File: config.mk
export PLATFORM = sky130hd
export DESIGN_NAME = sio_host_regs
export DESIGN_NICKNAME = d
export VERILOG_FILES = /design/src/rtl/sio_regs_pkg.sv /design/src/rtl/sio_addr_decode.sv /design/src/rtl/sio_irq_flags.sv /design/src/rtl/sio_modem_status.sv /design/src/rtl/sio_host_regs.sv
export SDC_FILE = /design/constraint.sdc
export NUM_CORES = 1
export LEC_CHECK = 0
export BUFFER_PORTS_ARGS = -buffer_cell sky130_fd_sc_hd__buf_2
export CORE_UTILIZATION = 50
export CTS_CLUSTER_DIAMETER = 150
export DETAILED_ROUTE_END_ITERATION = 8
export GPL_TIMING_DRIVEN = 0
export HOLD_SLACK_MARGIN = 0.1
export PLACE_DENSITY = 0.72
export SYNTH_ARGS = -nofsm -noshare
export SYNTH_HDL_FRONTEND = slang
export SYNTH_SLANG_ARGS = --single-unit
File: constraint.sdc
create_clock -name clk -period 3.6 [get_ports clk]
set_input_delay 0.18 -clock clk [delete_from_list [all_inputs] [get_ports clk]]
set_output_delay 0.18 -clock clk [all_outputs]
set_load 0.01 [all_outputs]
File: src/rtl/sio_regs_pkg.sv
package sio_regs_pkg;
   localparam logic [2:0] ADR_BUF = 3'd0;
   localparam logic [2:0] ADR_IER = 3'd1;
   localparam logic [2:0] ADR_IIR = 3'd2;
   localparam logic [2:0] ADR_LCR = 3'd3;
   localparam logic [2:0] ADR_MCR = 3'd4;
   localparam logic [2:0] ADR_LSR = 3'd5;
   localparam logic [2:0] ADR_MSR = 3'd6;
   localparam logic [2:0] ADR_SCR = 3'd7;

   typedef enum logic [3:0] {
      SEL_BUF, SEL_IER, SEL_DLO, SEL_DHI, SEL_IIR,
      SEL_LCR, SEL_MCR, SEL_LSR, SEL_MSR, SEL_SCR
   } reg_sel_e;

   // flag slots in the pending vector
   localparam int FL_RXAV = 0;
   localparam int FL_TXE  = 1;
   localparam int FL_RERR = 2;
   localparam int FL_NUM  = 3;
endpackage

File: src/rtl/sio_addr_decode.sv
module sio_addr_decode
   import sio_regs_pkg::*;
(
   input  logic [2:0] addr,
   input  logic       dlab,
   output reg_sel_e   sel
);
   always_comb begin
      unique case (addr)
         ADR_BUF: sel = dlab ? SEL_DLO : SEL_BUF;
         ADR_IER: sel = dlab ? SEL_DHI : SEL_IER;
         ADR_IIR: sel = SEL_IIR;
         ADR_LCR: sel = SEL_LCR;
         ADR_MCR: sel = SEL_MCR;
         ADR_LSR: sel = SEL_LSR;
         ADR_MSR: sel = SEL_MSR;
         default: sel = SEL_SCR;
      endcase
   end
endmodule

File: src/rtl/sio_irq_flags.sv
module sio_irq_flags #(
   parameter int NFLAGS   = 3,
   parameter bit SET_WINS = 1'b1
) (
   input  logic              clk,
   input  logic              rst,
   input  logic [NFLAGS-1:0] set_i,
   input  logic [NFLAGS-1:0] clr_i,
   output logic [NFLAGS-1:0] flag_o
);
   if (NFLAGS < 1) begin : g_bad_n
      $error("sio_irq_flags: NFLAGS must be at least 1");
   end

   for (genvar i = 0; i < NFLAGS; i++) begin : g_flag
      always_ff @(posedge clk) begin
         if (rst) begin
            flag_o[i] <= 1'b0;
         end else if (SET_WINS) begin
            flag_o[i] <= set_i[i] | (flag_o[i] & ~clr_i[i]);
         end else begin
            flag_o[i] <= (set_i[i] | flag_o[i]) & ~clr_i[i];
         end
      end

      if (SET_WINS) begin : g_set_chk
         // an event is never lost
         p_flag_set_r10: assert property (@(posedge clk) disable iff (rst)
            set_i[i] |=> flag_o[i]);
      end
      // the clearing access removes the flag
      p_flag_clr_r9: assert property (@(posedge clk) disable iff (rst)
         (clr_i[i] && !set_i[i]) |=> !flag_o[i]);
   end
endmodule

File: src/rtl/sio_modem_status.sv
module sio_modem_status #(
   parameter int NLINES = 4
) (
   input  logic              clk,
   input  logic              rst,
   input  logic [NLINES-1:0] pins_n,
   input  logic              rd_clr,
   output logic [NLINES-1:0] delta_o,
   output logic [NLINES-1:0] level_o
);
   logic [NLINES-1:0] prev_n;

   if (NLINES < 1) begin : g_bad_n
      $error("sio_modem_status: NLINES must be at least 1");
   end

   always_ff @(posedge clk) begin
      if (rst) begin
         prev_n  <= pins_n;
         delta_o <= '0;
      end else begin
         prev_n  <= pins_n;
         delta_o <= (delta_o & ~{NLINES{rd_clr}}) | (prev_n ^ pins_n);
      end
   end

   assign level_o = ~pins_n;

   for (genvar i = 0; i < NLINES; i++) begin : g_chk
      // a pin change is always caught, even against a status read
      p_delta_catch_r7: assert property (@(posedge clk) disable iff (rst)
         (pins_n[i] != prev_n[i]) |=> delta_o[i]);
   end
endmodule

File: src/rtl/sio_host_regs.sv
module sio_host_regs
   import sio_regs_pkg::*;
#(
   parameter int DATA_W   = 8,
   parameter int ERR_W    = 4,
   parameter int NLINES   = 4,
   parameter bit SET_WINS = 1'b1
) (
   input  logic                clk,
   input  logic                rst,
   input  logic [2:0]          host_addr,
   input  logic [DATA_W-1:0]   host_wdata,
   input  logic                host_wr,
   input  logic                host_rd,
   output logic [DATA_W-1:0]   host_rdata,
   input  logic [DATA_W-1:0]   rx_data,
   input  logic                ev_rx_avail,
   input  logic [ERR_W-1:0]    rx_err_code,
   input  logic                ev_rx_err,
   input  logic                ev_tx_empty,
   output logic [DATA_W-1:0]   tx_data,
   output logic                tx_wr,
   input  logic                tx_serial,
   output logic                sout,
   output logic [2*DATA_W-1:0] dl_out,
   input  logic                cts_n,
   input  logic                dsr_n,
   input  logic                ri_n,
   input  logic                dcd_n,
   output logic                dtr_n,
   output logic                rts_n,
   output logic                out1_n,
   output logic                out2_n,
   output logic                irq
);
   localparam int NSRC = FL_NUM + 1;

   if (DATA_W != 8) begin : g_bad_w
      $error("sio_host_regs: DATA_W must be 8");
   end
   if (ERR_W != 4 || NLINES != 4) begin : g_bad_fields
      $error("sio_host_regs: ERR_W and NLINES must be 4");
   end

   reg_sel_e          sel;
   logic [3:0]        ier;
   logic [7:0]        lcr;
   logic [3:0]        mcr;
   logic [7:0]        scr, dlo, dhi, rbr, thr;
   logic [3:0]        lsr_err;
   logic              thre, sout_q;
   logic [FL_NUM-1:0] fl_set, fl_clr, flags;
   logic [3:0]        mdelta, mlevel;
   logic [NSRC-1:0]   pend;
   logic [2:0]        iir_lo;
   logic              wr_buf, rd_buf, rd_iir, rd_lsr, rd_msr, iir_is_tx;

   sio_addr_decode u_dec (.addr(host_addr), .dlab(lcr[7]), .sel(sel));

   assign wr_buf = host_wr && sel == SEL_BUF;
   assign rd_buf = host_rd && sel == SEL_BUF;
   assign rd_iir = host_rd && sel == SEL_IIR;
   assign rd_lsr = host_rd && sel == SEL_LSR;
   assign rd_msr = host_rd && sel == SEL_MSR;

   // registers that reset
   always_ff @(posedge clk) begin
      if (rst) begin
         ier     <= '0;
         lcr     <= '0;
         mcr     <= '0;
         lsr_err <= '0;
         thre    <= 1'b1;
         sout_q  <= 1'b1;
      end else begin
         if (host_wr && sel == SEL_IER) ier <= host_wdata[3:0];
         if (host_wr && sel == SEL_LCR) lcr <= host_wdata;
         if (host_wr && sel == SEL_MCR) mcr <= host_wdata[3:0];
         if (ev_rx_err)   lsr_err <= lsr_err | rx_err_code;
         else if (rd_lsr) lsr_err <= '0;
         if (wr_buf)           thre <= 1'b0;
         else if (ev_tx_empty) thre <= 1'b1;
         sout_q <= tx_serial & ~lcr[6];
      end
   end

   // registers that keep their contents through reset
   always_ff @(posedge clk) begin
      if (host_wr && sel == SEL_SCR) scr <= host_wdata;
      if (host_wr && sel == SEL_DLO) dlo <= host_wdata;
      if (host_wr && sel == SEL_DHI) dhi <= host_wdata;
      if (wr_buf)      thr <= host_wdata;
      if (ev_rx_avail) rbr <= rx_data;
   end

   // interrupt sources
   assign fl_set[FL_RXAV] = ev_rx_avail;
   assign fl_set[FL_TXE]  = ev_tx_empty;
   assign fl_set[FL_RERR] = ev_rx_err;
   assign fl_clr[FL_RXAV] = rd_buf;
   assign fl_clr[FL_TXE]  = wr_buf | (rd_iir & iir_is_tx);
   assign fl_clr[FL_RERR] = rd_lsr;

   sio_irq_flags #(.NFLAGS(FL_NUM), .SET_WINS(SET_WINS)) u_flags (
      .clk(clk), .rst(rst), .set_i(fl_set), .clr_i(fl_clr), .flag_o(flags)
   );

   sio_modem_status #(.NLINES(NLINES)) u_msr (
      .clk(clk), .rst(rst), .pins_n({dcd_n, ri_n, dsr_n, cts_n}),
      .rd_clr(rd_msr), .delta_o(mdelta), .level_o(mlevel)
   );

   // pend bit order follows the enable register
   assign pend = {|mdelta & ier[3], flags[FL_RERR] & ier[2],
                  flags[FL_TXE] & ier[1], flags[FL_RXAV] & ier[0]};

   always_comb begin
      if (pend[2])      iir_lo = 3'b110;
      else if (pend[0]) iir_lo = 3'b100;
      else if (pend[1]) iir_lo = 3'b010;
      else if (pend[3]) iir_lo = 3'b000;
      else              iir_lo = 3'b001;
   end
   assign iir_is_tx = (iir_lo == 3'b010);

   always_comb begin
      unique case (sel)
         SEL_BUF: host_rdata = rbr;
         SEL_IER: host_rdata = {4'h0, ier};
         SEL_DLO: host_rdata = dlo;
         SEL_DHI: host_rdata = dhi;
         SEL_IIR: host_rdata = {5'h00, iir_lo};
         SEL_LCR: host_rdata = lcr;
         SEL_MCR: host_rdata = {4'h0, mcr};
         SEL_LSR: host_rdata = {1'b0, thre, thre, lsr_err, flags[FL_RXAV]};
         SEL_MSR: host_rdata = {mlevel, mdelta};
         default: host_rdata = scr;
      endcase
   end

   assign tx_data = thr;
   assign tx_wr   = wr_buf;
   assign dl_out  = {dhi, dlo};
   assign sout    = sout_q;
   assign dtr_n   = ~mcr[0];
   assign rts_n   = ~mcr[1];
   assign out1_n  = ~mcr[2];
   assign out2_n  = ~mcr[3];
   assign irq     = ~rst & mcr[3] & (|pend);

   // clearing the gate bit silences the pin
   p_irq_gate_r12: assert property (@(posedge clk) disable iff (rst)
      (host_wr && host_addr == ADR_MCR && !host_wdata[3]) |=> !irq);
   // divisor low byte takes the written value
   p_div_low_r2: assert property (@(posedge clk) disable iff (rst)
      (host_wr && lcr[7] && host_addr == ADR_BUF) |=> dl_out[7:0] == $past(host_wdata));
   // a transmit write empties the holding status
   p_thr_full_r10: assert property (@(posedge clk) disable iff (rst)
      (host_wr && !lcr[7] && host_addr == ADR_BUF) |=> !thre);
endmodule

==> run metrics <==
GRT Overall Usage between 20 and 30%; Clock Latency Late Sink about 0.35 ns; P_leak 0.00158 uW; fin crit share a little under two thirds; most common cell after layout, fill and taps aside buf_2; Crit-path slowest cell nor4_1; Synth cell types 55; Rows 28; Seq/Total Area, Yosys around 60%; Final Setup Violations 0; PwrDens 480 nW/um2; final wirelength 9150 um; min Tclk post-route approximately 2.3 ns; commonest cells after routing, fill and taps aside 84 x buf_2, 40 x edfxtp_1, 33 x nor2_1, 33 x dfxtp_1, 30 x nand2_1; endpoints failing hold 0; Post-Syn Nets 319; worst vdd ir 351 uV; Post-DP HPWL 6050 um; number of global-route vias before repair 2636; xor-xnor portion of the synthesized cell area 1.13%; critical path's largest stage delay 0.47 ns; clock buffer depth 2; Die Y ~81 um; root buf cell clkbuf_8; Post-Route Skew 0.00481 ns; CP most frequent cell buf_2; Layout Nets roughly 420; Post-synth top flop edfxtp_1; Worst Slack Setup Final 1.31 ns; I/O pins 74; H-tree level count 3; DR vias 2756; Hold WS 0.135 ns; dpl cells 430; share of cells above drive strength 1 26.2%; diode count 0; #FFs+latches synth 73; Area Growth Syn to Fin 29.9%; Crit Path Class reg2out; Post-Synth Adder-Cell Area 0%; ys async rst share 0%; multi-input logic area 1110 um2; initial antenna violation count 0; fraction of synthesized area in multiplexers roughly 5.0%; register area 1860 um2; critical-path cell list buf_2, nor4_1, nand2_1, inv_1, buf_2; Critical Path Fanout Max 10; GPL Wtd Cong 0.885; max-slew violation count 0; drt first pass iters 5; worst path arrival time ~2.1 ns; RSZ-0062 raised after global routing false; port bufs 71; vias per inst 5.89; post-route ant nets 0; slew margin rel. 59.2%; die width 80.7 um; CTS Buf Count 9; 1st-iter DRT viols 372; starting density of the core 52.0%; fin cells around 470; post-CTS resize count 0; Total Neg Setup Slack 0 ns; compound-cell area share of the yosys netlist 14.1%; Synth Instances about 280; Remaining Overflow, GRT 0; largest net degree at the start of global routing 13; WL/cell slightly below 20 um; FMAX about 440 MHz; dpl ws 1.67 ns; Mean Syn Cell Area around 11 um2; flop-to-flop setup slack 1.70 ns; yosys warns 0; die area around 6500 um2; Worst setup SP type register; Hold Crit Class in2reg; Worst Tran Pin Value ~0.61 ns; clk slew on worst S/H paths ~0.07 ns; outcome finished clean; simple-gate share of the synthesized area 15.5%; max cap viols 0; # fillers 464; CTS tree done; drt drc 0; synthesized area 3100 um2; first-pass GRT wire length 13500 um; Core Region 5960 um2; largest family of logic cells by synthesized area simple AND/OR/NAND/NOR gates; EDFF count, synth 40; CP required 3.42 ns; CP Capture Type primary output; CTS sink cnt 73
what timing repair did:
item                                    4_1_cts  5_1_grt
hold endpoints to repair                     35        0
endpoints found under the setup margin        0        0
hold buffers                                 22        0
setup buffers                                 0        0
critical path: cells and delay by family, from the launching register on:
family / cells / cell delay [ns]
buf+inv: 3 / 0.82
simple gates: 2 / 0.64
flops: 1 / 0.30
stage by stage:
stage	total power [uW]	instance area (um2)	utilization, %
6_report	1930	4030	67.6
5_1_grt	2000	4030	67.6
4_1_cts	1940	4030	67.6
3_5_place_dp	1110	3550	59.6
3_3_place_gp	1110	3550	59.6
2_1_floorplan	1030	3100	-
cell type report:
class,count,share of cell area (%)
buffer,19,2.27
sequential,73,46.3
clock buffer,9,3.08
tap,75,2.33
timing repair buffer,93,14.3
clock inverter,7,3.29
multi-input combinational,182,27.5
inverter,10,0.933
state kept, by name, indices dropped and copies added, names as in the netlist:
register	cells
dhi	8
dlo	8
ier	4
lcr	8
lsr_err	4
mcr	4
rbr	8
scr	8
sout	1
thre	1
tx_data	8
u_flags.flag_o	3
u_msr.delta_o	4
u_msr.prev_n	4
cell families (layout without fill, tap and decap cells):
kind of cell	after synthesis	in the layout
AO/OA/AOI/OAI	66	66
XOR/XNOR	4	4
buffers and inverters	29	138
flip-flops	73	73
multiplexers	14	14
AND/OR/NAND/NOR	98	98
cells in the mapped netlist (2+ instances only):
master	number	share of area [%]
and2_1	2	0.40
a31oi_1	5	1.0
mux2_1	2	0.73
nand3b_1	2	0.48
a22o_1	2	0.57
and4_1	3	0.85
nor2b_1	2	0.40
and3b_1	2	0.57
xor2_1	4	1.1
nand4b_1	2	0.57
dfxtp_1	33	21
clkbuf_1	4	0.48
inv_1	9	1.1
o2bb2ai_1	5	1.4
a21o_1	2	0.48
o21ai_0	4	0.65
mux2i_1	11	3.6
nor4_1	4	0.81
nand2_1	30	3.6
nand2b_1	2	0.40
nand3_1	6	0.97
nor2_1	33	4.0
o221ai_1	2	0.57
nor3_1	2	0.32
o211ai_1	2	0.48
edfxtp_1	40	39
a21oi_1	27	4.4
a211o_1	2	0.57
buf_2	13	2.1
a22oi_1	2	0.48
path summary, 6_finish.rpt:
path	from	endpoint	cells after the start
hold reg to reg	lcr[0]	lcr[0]	2
hold / removal	host_wdata[0]	dhi[0]	1
setup reg to reg	lcr[7]	tx_data[1]	4
setup / recovery	lcr[7]	tx_wr	5
layer usage:
layer	GRT usage, %	up-vias	part of all wire, %
met1	38.4	1298	42
met5	0	-	0
met2	46.8	192	47
met4	12.3	0	1.6
met3	8.09	16	9.5
li1	-	1250	-
report_power, final:
group | leakage (uW) | switching (uW) | internal [uW]
combinational | 0.000810 | 109 | 80.1
sequential | 0.000639 | 16.9 | 909
clock | 0.000128 | 293 | 524
Note: power is estimated with default switching activity, not from simulation.
